<file path="src/rtl/baud_search_pkg.sv">
package baud_search_pkg;

    localparam int WORD_W       = 32;
    localparam int RATIO_LO     = 4;
    localparam int RATIO_HI     = 32;
    localparam int RATIO_W      = $clog2(RATIO_HI + 1);
    localparam int DUAL_EDGE_HI = 7;
    localparam int TOL_PCT      = 3;

    typedef logic [WORD_W-1:0]  word_t;
    typedef logic [RATIO_W-1:0] ratio_t;

    // Search sequencer phases: launch/wait pairs for the three divisions.
    typedef enum logic [3:0] {
        PH_IDLE,
        PH_BASE_GO,
        PH_BASE_WAIT,
        PH_LO_GO,
        PH_LO_WAIT,
        PH_HI_GO,
        PH_HI_WAIT,
        PH_PICK,
        PH_PUBLISH
    } phase_e;

    // One ratio/divisor pairing together with its rate error.
    typedef struct packed {
        ratio_t ratio;
        word_t  divisor;
        word_t  resid;
    } pick_t;

    function automatic word_t tol_limit(input word_t target);
        return (target / word_t'(100)) * word_t'(TOL_PCT);
    endfunction

    function automatic logic in_band(input ratio_t r, input ratio_t lo, input ratio_t hi);
        return (r >= lo) && (r <= hi);
    endfunction

    function automatic word_t clamp_one(input word_t q);
        return (q == '0) ? word_t'(1) : q;
    endfunction

endpackage

</file>
<file path="src/rtl/baud_div.sv">
// Restoring unsigned divider, one quotient bit per cycle.
module baud_div #(
    parameter int W = 32
) (
    input  logic         clk_i,
    input  logic         rst_i,
    input  logic         go_i,
    input  logic [W-1:0] num_i,
    input  logic [W-1:0] den_i,
    output logic [W-1:0] quo_o,
    output logic         valid_o,
    output logic         busy_o
);
    localparam int CW = $clog2(W);

    logic [W-1:0]  rem_q;
    logic [W-1:0]  qsh_q;
    logic [W-1:0]  den_q;
    logic [CW-1:0] step_q;
    logic [W+1:0]  trial;
    logic          fits;
    logic [W-1:0]  rem_nxt;

    always_comb begin
        trial   = {1'b0, rem_q, qsh_q[W-1]} - {2'b00, den_q};
        fits    = ~trial[W+1];
        rem_nxt = fits ? trial[W-1:0] : {rem_q[W-2:0], qsh_q[W-1]};
    end

    always_ff @(posedge clk_i) begin
        if (rst_i) begin
            rem_q   <= '0;
            qsh_q   <= '0;
            den_q   <= '0;
            step_q  <= '0;
            busy_o  <= 1'b0;
            valid_o <= 1'b0;
        end else begin
            valid_o <= 1'b0;
            if (go_i && !busy_o) begin
                rem_q  <= '0;
                qsh_q  <= num_i;
                den_q  <= den_i;
                step_q <= '0;
                busy_o <= 1'b1;
            end else if (busy_o) begin
                rem_q  <= rem_nxt;
                qsh_q  <= {qsh_q[W-2:0], fits};
                step_q <= step_q + 1'b1;
                if (step_q == CW'(W - 1)) begin
                    busy_o  <= 1'b0;
                    valid_o <= 1'b1;
                end
            end
        end
    end

    assign quo_o = qsh_q;

    // each quotient is announced for a single cycle
    p_div_valid_pulse_r7: assert property (@(posedge clk_i) disable iff (rst_i)
        valid_o |=> !valid_o);
    // a quotient is never announced while steps remain
    p_div_valid_idle_r7: assert property (@(posedge clk_i) disable iff (rst_i)
        valid_o |-> !busy_o);
    // the sequencer launches only into an idle divider
    p_div_go_idle_r7: assert property (@(posedge clk_i) disable iff (rst_i)
        go_i |-> !busy_o);

endmodule

</file>
<file path="src/rtl/baud_cand.sv">
// Chooses between the base divisor and its successor for one ratio.
module baud_cand
    import baud_search_pkg::*;
(
    input  word_t  target_i,
    input  ratio_t ratio_i,
    input  word_t  base_q_i,
    input  word_t  rate_lo_i,
    input  word_t  rate_hi_i,
    output pick_t  cand_o
);
    word_t err_lo;
    word_t err_hi;
    logic  take_hi;

    always_comb begin
        err_lo  = rate_lo_i - target_i;
        err_hi  = target_i - rate_hi_i;
        take_hi = err_hi < err_lo;
        cand_o.ratio   = ratio_i;
        cand_o.divisor = take_hi ? base_q_i + word_t'(1) : base_q_i;
        cand_o.resid   = take_hi ? err_hi : err_lo;
    end

endmodule

</file>
<file path="src/rtl/baud_best.sv">
// Running best pairing; later ratios win ties.
module baud_best
    import baud_search_pkg::*;
(
    input  logic  clk_i,
    input  logic  rst_i,
    input  logic  init_i,
    input  word_t init_err_i,
    input  logic  upd_i,
    input  pick_t cand_i,
    output pick_t best_o
);
    always_ff @(posedge clk_i) begin
        if (rst_i) begin
            best_o <= '0;
        end else if (init_i) begin
            best_o.ratio   <= '0;
            best_o.divisor <= '0;
            best_o.resid   <= init_err_i;
        end else if (upd_i && (cand_i.resid <= best_o.resid)) begin
            best_o <= cand_i;
        end
    end

    // an update never worsens the kept error
    p_best_monotone_r4: assert property (@(posedge clk_i) disable iff (rst_i)
        (upd_i && !init_i) |=> (best_o.resid <= $past(best_o.resid)));

endmodule

</file>
<file path="src/rtl/baud_search.sv">
module baud_search
    import baud_search_pkg::*;
#(
    parameter int RATIO_MIN = RATIO_LO,
    parameter int RATIO_MAX = RATIO_HI,
    parameter int DUAL_MAX  = DUAL_EDGE_HI
) (
    input  logic                clk_i,
    input  logic                rst_i,
    input  logic                start_i,
    input  logic [WORD_W-1:0]   clk_hz_i,
    input  logic [WORD_W-1:0]   baud_i,
    output logic                busy_o,
    output logic                done_o,
    output logic [RATIO_W-1:0]  ratio_o,
    output logic [WORD_W-1:0]   divisor_o,
    output logic [WORD_W-1:0]   resid_o,
    output logic                fail_o,
    output logic                both_edge_o
);
    localparam ratio_t R_FIRST = ratio_t'(RATIO_MIN);
    localparam ratio_t R_LAST  = ratio_t'(RATIO_MAX);
    localparam ratio_t R_DUAL  = ratio_t'(DUAL_MAX);

    phase_e ph_q;
    word_t  clk_q;
    word_t  tgt_q;
    ratio_t ratio_q;
    word_t  base_q;
    word_t  rate_lo_q;
    word_t  rate_hi_q;

    word_t  ratio_w;
    word_t  div_den;
    logic   div_go;
    word_t  div_quo;
    logic   div_valid;
    logic   div_busy;

    logic   accept;
    logic   best_init;
    logic   best_upd;
    pick_t  cand;
    pick_t  best;

    assign ratio_w   = word_t'(ratio_q);
    assign accept    = (ph_q == PH_IDLE) && start_i;
    assign best_init = accept && (baud_i != '0);
    assign best_upd  = (ph_q == PH_PICK);

    // Divisor operand for the division launched in each phase.
    always_comb begin
        div_go  = 1'b0;
        div_den = '0;
        unique case (ph_q)
            PH_BASE_GO: begin div_go = 1'b1; div_den = tgt_q * ratio_w; end
            PH_LO_GO:   begin div_go = 1'b1; div_den = ratio_w * base_q; end
            PH_HI_GO:   begin div_go = 1'b1; div_den = ratio_w * (base_q + word_t'(1)); end
            default:    begin div_go = 1'b0; div_den = '0; end
        endcase
    end

    baud_div #(.W(WORD_W)) u_div (
        .clk_i   (clk_i),
        .rst_i   (rst_i),
        .go_i    (div_go),
        .num_i   (clk_q),
        .den_i   (div_den),
        .quo_o   (div_quo),
        .valid_o (div_valid),
        .busy_o  (div_busy)
    );

    baud_cand u_cand (
        .target_i  (tgt_q),
        .ratio_i   (ratio_q),
        .base_q_i  (base_q),
        .rate_lo_i (rate_lo_q),
        .rate_hi_i (rate_hi_q),
        .cand_o    (cand)
    );

    baud_best u_best (
        .clk_i      (clk_i),
        .rst_i      (rst_i),
        .init_i     (best_init),
        .init_err_i (baud_i),
        .upd_i      (best_upd),
        .cand_i     (cand),
        .best_o     (best)
    );

    always_ff @(posedge clk_i) begin
        if (rst_i) begin
            ph_q        <= PH_IDLE;
            clk_q       <= '0;
            tgt_q       <= '0;
            ratio_q     <= '0;
            base_q      <= '0;
            rate_lo_q   <= '0;
            rate_hi_q   <= '0;
            busy_o      <= 1'b0;
            done_o      <= 1'b0;
            ratio_o     <= '0;
            divisor_o   <= '0;
            resid_o     <= '0;
            fail_o      <= 1'b0;
            both_edge_o <= 1'b0;
        end else begin
            done_o <= 1'b0;
            unique case (ph_q)
                PH_IDLE: begin
                    if (start_i) begin
                        if (baud_i == '0) begin
                            ratio_o     <= '0;
                            divisor_o   <= '0;
                            resid_o     <= '0;
                            fail_o      <= 1'b1;
                            both_edge_o <= 1'b0;
                            done_o      <= 1'b1;
                        end else begin
                            clk_q   <= clk_hz_i;
                            tgt_q   <= baud_i;
                            ratio_q <= R_FIRST;
                            busy_o  <= 1'b1;
                            ph_q    <= PH_BASE_GO;
                        end
                    end
                end
                PH_BASE_GO: ph_q <= PH_BASE_WAIT;
                PH_BASE_WAIT: begin
                    if (div_valid) begin
                        base_q <= clamp_one(div_quo);
                        ph_q   <= PH_LO_GO;
                    end
                end
                PH_LO_GO: ph_q <= PH_LO_WAIT;
                PH_LO_WAIT: begin
                    if (div_valid) begin
                        rate_lo_q <= div_quo;
                        ph_q      <= PH_HI_GO;
                    end
                end
                PH_HI_GO: ph_q <= PH_HI_WAIT;
                PH_HI_WAIT: begin
                    if (div_valid) begin
                        rate_hi_q <= div_quo;
                        ph_q      <= PH_PICK;
                    end
                end
                PH_PICK: begin
                    if (ratio_q == R_LAST) begin
                        ph_q <= PH_PUBLISH;
                    end else begin
                        ratio_q <= ratio_q + 1'b1;
                        ph_q    <= PH_BASE_GO;
                    end
                end
                PH_PUBLISH: begin
                    ratio_o     <= best.ratio;
                    divisor_o   <= best.divisor;
                    resid_o     <= best.resid;
                    fail_o      <= best.resid > tol_limit(tgt_q);
                    both_edge_o <= in_band(best.ratio, R_FIRST, R_DUAL);
                    done_o      <= 1'b1;
                    busy_o      <= 1'b0;
                    ph_q        <= PH_IDLE;
                end
                default: ph_q <= PH_IDLE;
            endcase
        end
    end

    // the walked ratio stays inside the permitted span
    p_ratio_span_r1: assert property (@(posedge clk_i) disable iff (rst_i)
        (ph_q != PH_IDLE && ph_q != PH_PUBLISH) |-> (ratio_q >= R_FIRST && ratio_q <= R_LAST));
    // consecutive selections move to the next larger ratio
    p_ratio_step_r1: assert property (@(posedge clk_i) disable iff (rst_i)
        (ph_q == PH_PICK && ratio_q != R_LAST) |=> (ratio_q == $past(ratio_q) + 1'b1));
    // both-edge request agrees with the published ratio
    p_both_edge_r6: assert property (@(posedge clk_i) disable iff (rst_i)
        done_o |-> (both_edge_o == (ratio_o >= R_FIRST && ratio_o <= R_DUAL)));
    // completion is a single-cycle pulse
    p_done_pulse_r7: assert property (@(posedge clk_i) disable iff (rst_i)
        done_o |=> !done_o);
    // busy only ends together with completion
    p_busy_fall_r7: assert property (@(posedge clk_i) disable iff (rst_i)
        $fell(busy_o) |-> done_o);
    // a zero target is rejected on the accepting edge
    p_zero_reject_r8: assert property (@(posedge clk_i) disable iff (rst_i)
        (accept && baud_i == '0) |=> (done_o && fail_o && !busy_o));
    // a running search is not disturbed by a new start
    p_busy_hold_r9: assert property (@(posedge clk_i) disable iff (rst_i)
        (busy_o && ph_q != PH_PUBLISH) |=> busy_o);
    // results move only when completion is signalled
    p_result_hold_r10: assert property (@(posedge clk_i) disable iff (rst_i)
        !done_o |-> ($stable(ratio_o) && $stable(divisor_o) && $stable(resid_o)
                     && $stable(fail_o) && $stable(both_edge_o)));

endmodule

</file>
<file path="config.mk">
export PLATFORM = sky130hd
export DESIGN_NAME = baud_search
export DESIGN_NICKNAME = d
export VERILOG_FILES = /design/src/rtl/baud_search_pkg.sv /design/src/rtl/baud_div.sv /design/src/rtl/baud_cand.sv /design/src/rtl/baud_best.sv /design/src/rtl/baud_search.sv
export SDC_FILE = /design/constraint.sdc
export NUM_CORES = 2
export LEC_CHECK = 0
export BUFFER_PORTS_ARGS = -buffer_cell sky130_fd_sc_hd__buf_2
export CELL_PAD_IN_SITES_DETAIL_PLACEMENT = 1
export CELL_PAD_IN_SITES_GLOBAL_PLACEMENT = 2
export CORE_MARGIN = 3
export CORE_UTILIZATION = 42
export CTS_CLUSTER_DIAMETER = 50
export DETAILED_ROUTE_END_ITERATION = 6
export PLACE_DENSITY = 0.95
export REMOVE_ABC_BUFFERS = 1
export SYNTH_ARGS = -nofsm -noshare
export SYNTH_HDL_FRONTEND = slang
export SYNTH_SLANG_ARGS = --single-unit
</file>
<file path="constraint.sdc">
create_clock -name clk_i -period 32.4 [get_ports clk_i]
set_input_delay 6.48 -clock clk_i [delete_from_list [all_inputs] [get_ports clk_i]]
set_output_delay 6.48 -clock clk_i [all_outputs]
set_load 0.02 [all_outputs]
</file>
* Word level (Yosys, flattened, before mapping)
Cells that the tools add are included. W data, S select, Z words.
Storage, ports and cells: word-level logic and storage cells 129, output and inout port bits 74, bits in registers 417, input port bits 67
Cells by class: reduce and logical (&&, ||, !) cells 26, divide/modulo/power cells 1, eq/ne operators 17, multipliers 4, $lt $le $gt $ge 5, add/subtract/negate cells 6, mux-type cells 44, bitwise operators 3
Operator list (count):
- $mux W32 | 10
- $pmux W32 S2 | 2
- $pmux W32 S3 | 1
- $logic_not A32 Y1 | 2
- $mul A6 B32 Y32 | 2
- $sub A32 B32 Y32 | 2
- $sub A33 B32 Y34 | 1
- $add A32 B1 Y32 const B | 1
- $div A32 B7 Y32 const B | 1
- $gt A32 B32 Y1 | 1
- $le A32 B32 Y1 | 1
- $lt A32 B32 Y1 | 1
- $mul A32 B2 Y32 const B | 1
- $mul A32 B6 Y32 | 1
- $pmux W4 S8 | 1
- $reduce_bool A32 Y1 | 1
- $mux W6 | 5
- $mux W4 | 6
- $pmux W6 S2 | 2
- $eq A4 B3 Y1 const B | 4
- $mux W1 | 13
- $reduce_and A3 Y1 | 3
- $eq A4 B2 Y1 const B | 2
- $ne A2 B1 Y1 const B | 4
- other kinds (20) | 38

* Logic depth before layout (Yosys ltp)
depth after elaboration 7, depth in mapped cells 97, gate-level depth less buffers 87

* Cells and area by module
Synthesis repeated with hierarchy kept, for this count alone.
Second synthesis, totals: cell total of the unflattened synthesis 6082, area total of the unflattened synthesis 46681.0 um2
Modules (own cells, without submodules):
- baud_search | cells an instance 4056, sequential area each 4884.7 um2, instances 1, area each 31247.5 um2
- baud_div | cells an instance 788, sequential area each 2062.0 um2, instances 1, area each 6145.9 um2
- baud_cand | cells an instance 731, sequential area each 0.0 um2, instances 1, area each 5300.1 um2
- baud_best | cells an instance 507, sequential area each 1401.3 um2, instances 1, area each 3987.6 um2

* Worst setup path after synthesis
No wires, ideal clock.
kind register to register, from reg tgt_q[28], to reg fail_o, clock period less this slack 19.267 ns, stages on the path, launching flop included 91, data required time 32.258 ns, buffers on the path 4, data arrival time 19.125 ns, setup slack 13.133 ns, library setup time 0.142 ns, cells stage by stage dfxtp_1 buf_4 nor3_4 o32ai_1 or4_1 a21oi_1 a211oi_1 or3_4 a211oi_2 mux2i_2 nand3_2 o32ai_1 nor3_1 o32a_1 nand4_1 and3_1 buf_4 nor2_1 (+55 left out) o21bai_1 a21oi_1 o21bai_1 a21oi_1 o21bai_1 a21oi_1 o21bai_1 a21oi_1 o21bai_1 a21o_1 xnor2_1 ha_1 a21o_1 a21o_1 a21oi_1 o21ai_0 o21ai_0 a311oi_1
On the way: longest elaborated chain between the ends 4
Ends and longest elaborated chain:
- start: declaration | RTL line baud_search.sv:27 | word_t tgt_q;
- start signal: assignment | RTL line baud_search.sv:123 | tgt_q <= baud_i;
- $div A32 B7 Y32 | RTL line baud_search_pkg.sv:34 | return (target / word_t'(100)) * word_t'(TOL_PCT);
- $mul A32 B2 Y32 | RTL line baud_search_pkg.sv:34
- $gt A32 B32 Y1 | RTL line baud_search.sv:163 | fail_o <= best.resid > tol_limit(tgt_q);
- $pmux W1 S2 | RTL line baud_search.sv:111 | unique case (ph_q)
- end signal: assignment | RTL line baud_search.sv:163
- end: declaration | RTL line baud_search.sv:18 | output logic fail_o,
Every way passes these cells. A chain may end at the register's enable or synchronous reset.

* Worst setup path in the final report
Same ends and word-level chain as after synthesis.

==> flow_summary_export.csv <==
group,metric,value,unit
status,outcome,"finished clean",
yosys,synth_edf_count,0,
placed_design,hpwl,106900,um
grt,grt_use_total,0.2619,
timing,hold_viol_final,0,
worst_setup_path,cpMaxStageDelayCell,"dfxtp_1",
min_path,holdCritPathClass,"register to register",
yosys,yosysWarningCount,0,
timing,tns,0,ps
worst_setup_path,r2r_start,"tgt_q[28]",
min_path,hold_end,"clk_q[14]",
yosys,synthArstFlopShare,0,
yosys,synth_area_leaders,"dfxtp_1 19%, fa_1 15%, ha_1 9.1%, nand2_1 9.0%, a21oi_1 5.3%",
drt,vias,39675,
floorplanning,die_width,328.5,um
timing,worstMarginPinSlew,1133,ps
grt,grt_max_degree,174,
placed_design,port_buffers,140,
worst_setup_path,reg2reg_depth,85,
yosys,ys.flop_type,"dfxtp_1",
clocking,cts_tree,"done",
yosys,synth_area,43690,um^2
worst_setup_path,start_kind,"register",
floorplanning,die_y,328.5,um
timing,finClkSkew,31.45,ps
worst_setup_path,path_common_cell,"a21oi_1",
drt,viasPerCell,5.705,
drt,drtIter0Drc,1995,
yosys,synth_top_area_share,0.1911,
yosys,yosysUniqueCellTypes,120,
clocking,cts_setup_buffers,0,
floorplanning,initial_core_util,0.4263,
timing,slew_headroom,0.2431,
drt,drc_errors,0,
timing,finalMaxSlewViolations,0,
worst_setup_path,worstPathRequired,32840,ps
grt,antenna_found_initial,0,
worst_setup_path,reg2reg_setup_slack,8050,ps
floorplanning,dieArea,107900,um^2
final_layout,nets,6249,
drt,wl_per_cell,20.43,um
grt,gr-total-overflow,0,
placed_design,gp_congestion,0.8880,
worst_setup_path,arrival,24800,ps
clocking,cts-root-buf,"clkbuf_16",
clocking,hold_buffers,0,
drt,ant_nets,0,
grt,grt_pass1_wl,229000,um
drt,wirelength,142100,um
final_layout,layout-drive-gt1-share,0.08002,
final_layout,area_growth,8.686,%
min_path,min_from,"clk_q[14]",
clocking,clock_latency,650,ps
yosys,synth_area_leader_cell,"dfxtp_1",
clocking,cts_sinks,417,
min_path,whs_path_depth,2,
clocking,cts_resized,0,
timing,rsz0062_at_grt,"false",
worst_setup_path,critPathLaunch,"tgt_q[28]",
timing,max_freq,41.07,MHz
worst_setup_path,cp_slowest_stage_delay,940,ps
drt,drt_pre_antenna_iters,7,
grt,grt_pass1_vias,42289,
run,cap_violations,0,
yosys,seq_area_frac_synth,0.1911,
final_layout,fill_cells,12615,
yosys,syn_inst,5612,
final_layout,antenna_cells,0,
final_layout,final_core_util,0.4634,
clocking,numCtsBuffers,67,
clocking,clk_path_buf_depth,3,
yosys,syn_avg_cell_area,7.785,um^2
worst_setup_path,crit_fanout,23,
floorplanning,core.rowCount,117,
yosys,ys_ff_latch,417,
worst_setup_path,worstSetupPathType,"register to register",
clocking,cts_htree_levels,3,
worst_setup_path,cp-end-kind,"register",
timing,period_share,0.7516,
clocking,path_clk_slew,50,ps
timing,fin_crit,24350,ps
worst_setup_path,timing.rr.end,"fail_o",
floorplanning,io_pins,141,
timing,setup_viol,0,
floorplanning,core,102500,um^2
==> metrics by stage <==
step / cells / instance area [um^2] / setup WS, ps / hold slack (ps)
after global routing: 6954 / 47480 / 5902 / 478.4
final: 6954 / 47480 / 8048 / 455.7
after CTS: 6954 / 47480 / 8332 / 458.1
after floorplan: 5282 / 42360 / 12120 / 430.3
after detailed placement: 6832 / 45210 / 8387 / 449.5
after global placement: 6832 / 45210 / 8993 / 442.1
==> critical path: cells and delay by family (launching register included) <==
kind | cells | cell delay, ps
mux | 4 | 2340
fa+ha+maj | 4 | 1270
compound gates | 57 | 14560
buf+inv | 3 | 470
xor+xnor | 2 | 270
simple gates | 15 | 4260
flops | 1 | 940
==> cell type report <==
class / count / area [um^2] / area share
Multi-Input combinational cell: 4282 / 31890 / 0.6716
Sequential cell: 417 / 8374 / 0.1764
Inverter: 583 / 2193 / 0.04619
Clock buffer: 78 / 1779 / 0.03747
Tap cell: 1368 / 1712 / 0.03605
Timing Repair Buffer: 182 / 1039 / 0.02187
Clock inverter: 44 / 498.0 / 0.01049
==> sequential cells by signal (all words and copies together) (netlist names) <==
register and flops:
base_q 32, both_edge_o 1, busy_o 1, clk_q 32, divisor_o 32, done_o 1, fail_o 1, ph_q 4
rate_hi_q 32, rate_lo_q 32, ratio_o 6, ratio_q 6, resid_o 32, tgt_q 32, u_best.best_o 70, u_div.busy_o 1
u_div.den_q 32, u_div.quo_o 32, u_div.rem_q 32, u_div.step_q 5, u_div.valid_o 1
==> synth_stat cells, types with 51 or more instances <==
cell type  instances
a211oi_1         105
a21o_1            91
a21oi_1          467
a22oi_1           77
a31oi_1           51
and2_1            59
clkbuf_1         283
dfxtp_1          417
fa_1             331
ha_1             318
inv_1            570
mux2i_1           63
nand2_1         1053
nand3_1           90
nor2_1           322
nor3_1            69
o21ai_0          137
o21bai_1         117
xnor2_1          205
xor2_1           115
==> routing by layer <==
| metal | GRT usage | wire [um] |
|---|---|---|
| met1 | 0.3387 | 63470 |
| met2 | 0.4439 | 67220 |
| met3 | 0.03327 | 5660 |
| met4 | 0.1022 | 5720 |
| met5 | 0 | 0 |
==> cells by family after synthesis <==
group | share of synthesized area
AOI/OAI and AO/OA | 0.2163
xor gates and xnor gates | 0.06490
adders and majority gates | 0.2439
buffers and inverters | 0.08073
DFF | 0.1911
muxes | 0.02002
and+or+nand+nor | 0.1830
==> cells in the final DEF, fill, tap and decap left out, types with 68 or more instances in the layout <==
master,count
nand2_1,1051
inv_1,570
a21oi_1,467
dfxtp_1,410
fa_1,331
ha_1,318
nor2_1,317
xnor2_1,205
buf_2,139
o21ai_0,137
o21bai_1,117
xor2_1,115
a211oi_1,105
a21o_1,91
nand3_1,89
a22oi_1,77
nor3_1,68
clkbuf_16,68
==> how the worst max path moves through the flow <==
stage	end	slack (ps)	cells past startpoint
CTS	fail_o	8330	85
global placement	fail_o	8990	85
global route	fail_o	5900	86
detailed placement	fail_o	8390	85
finish	fail_o	8050	85
floorplan	fail_o	12120	85
Power is not shown: default switching activity piles up to over one toggle a cycle in this logic, so the estimate is an artifact.
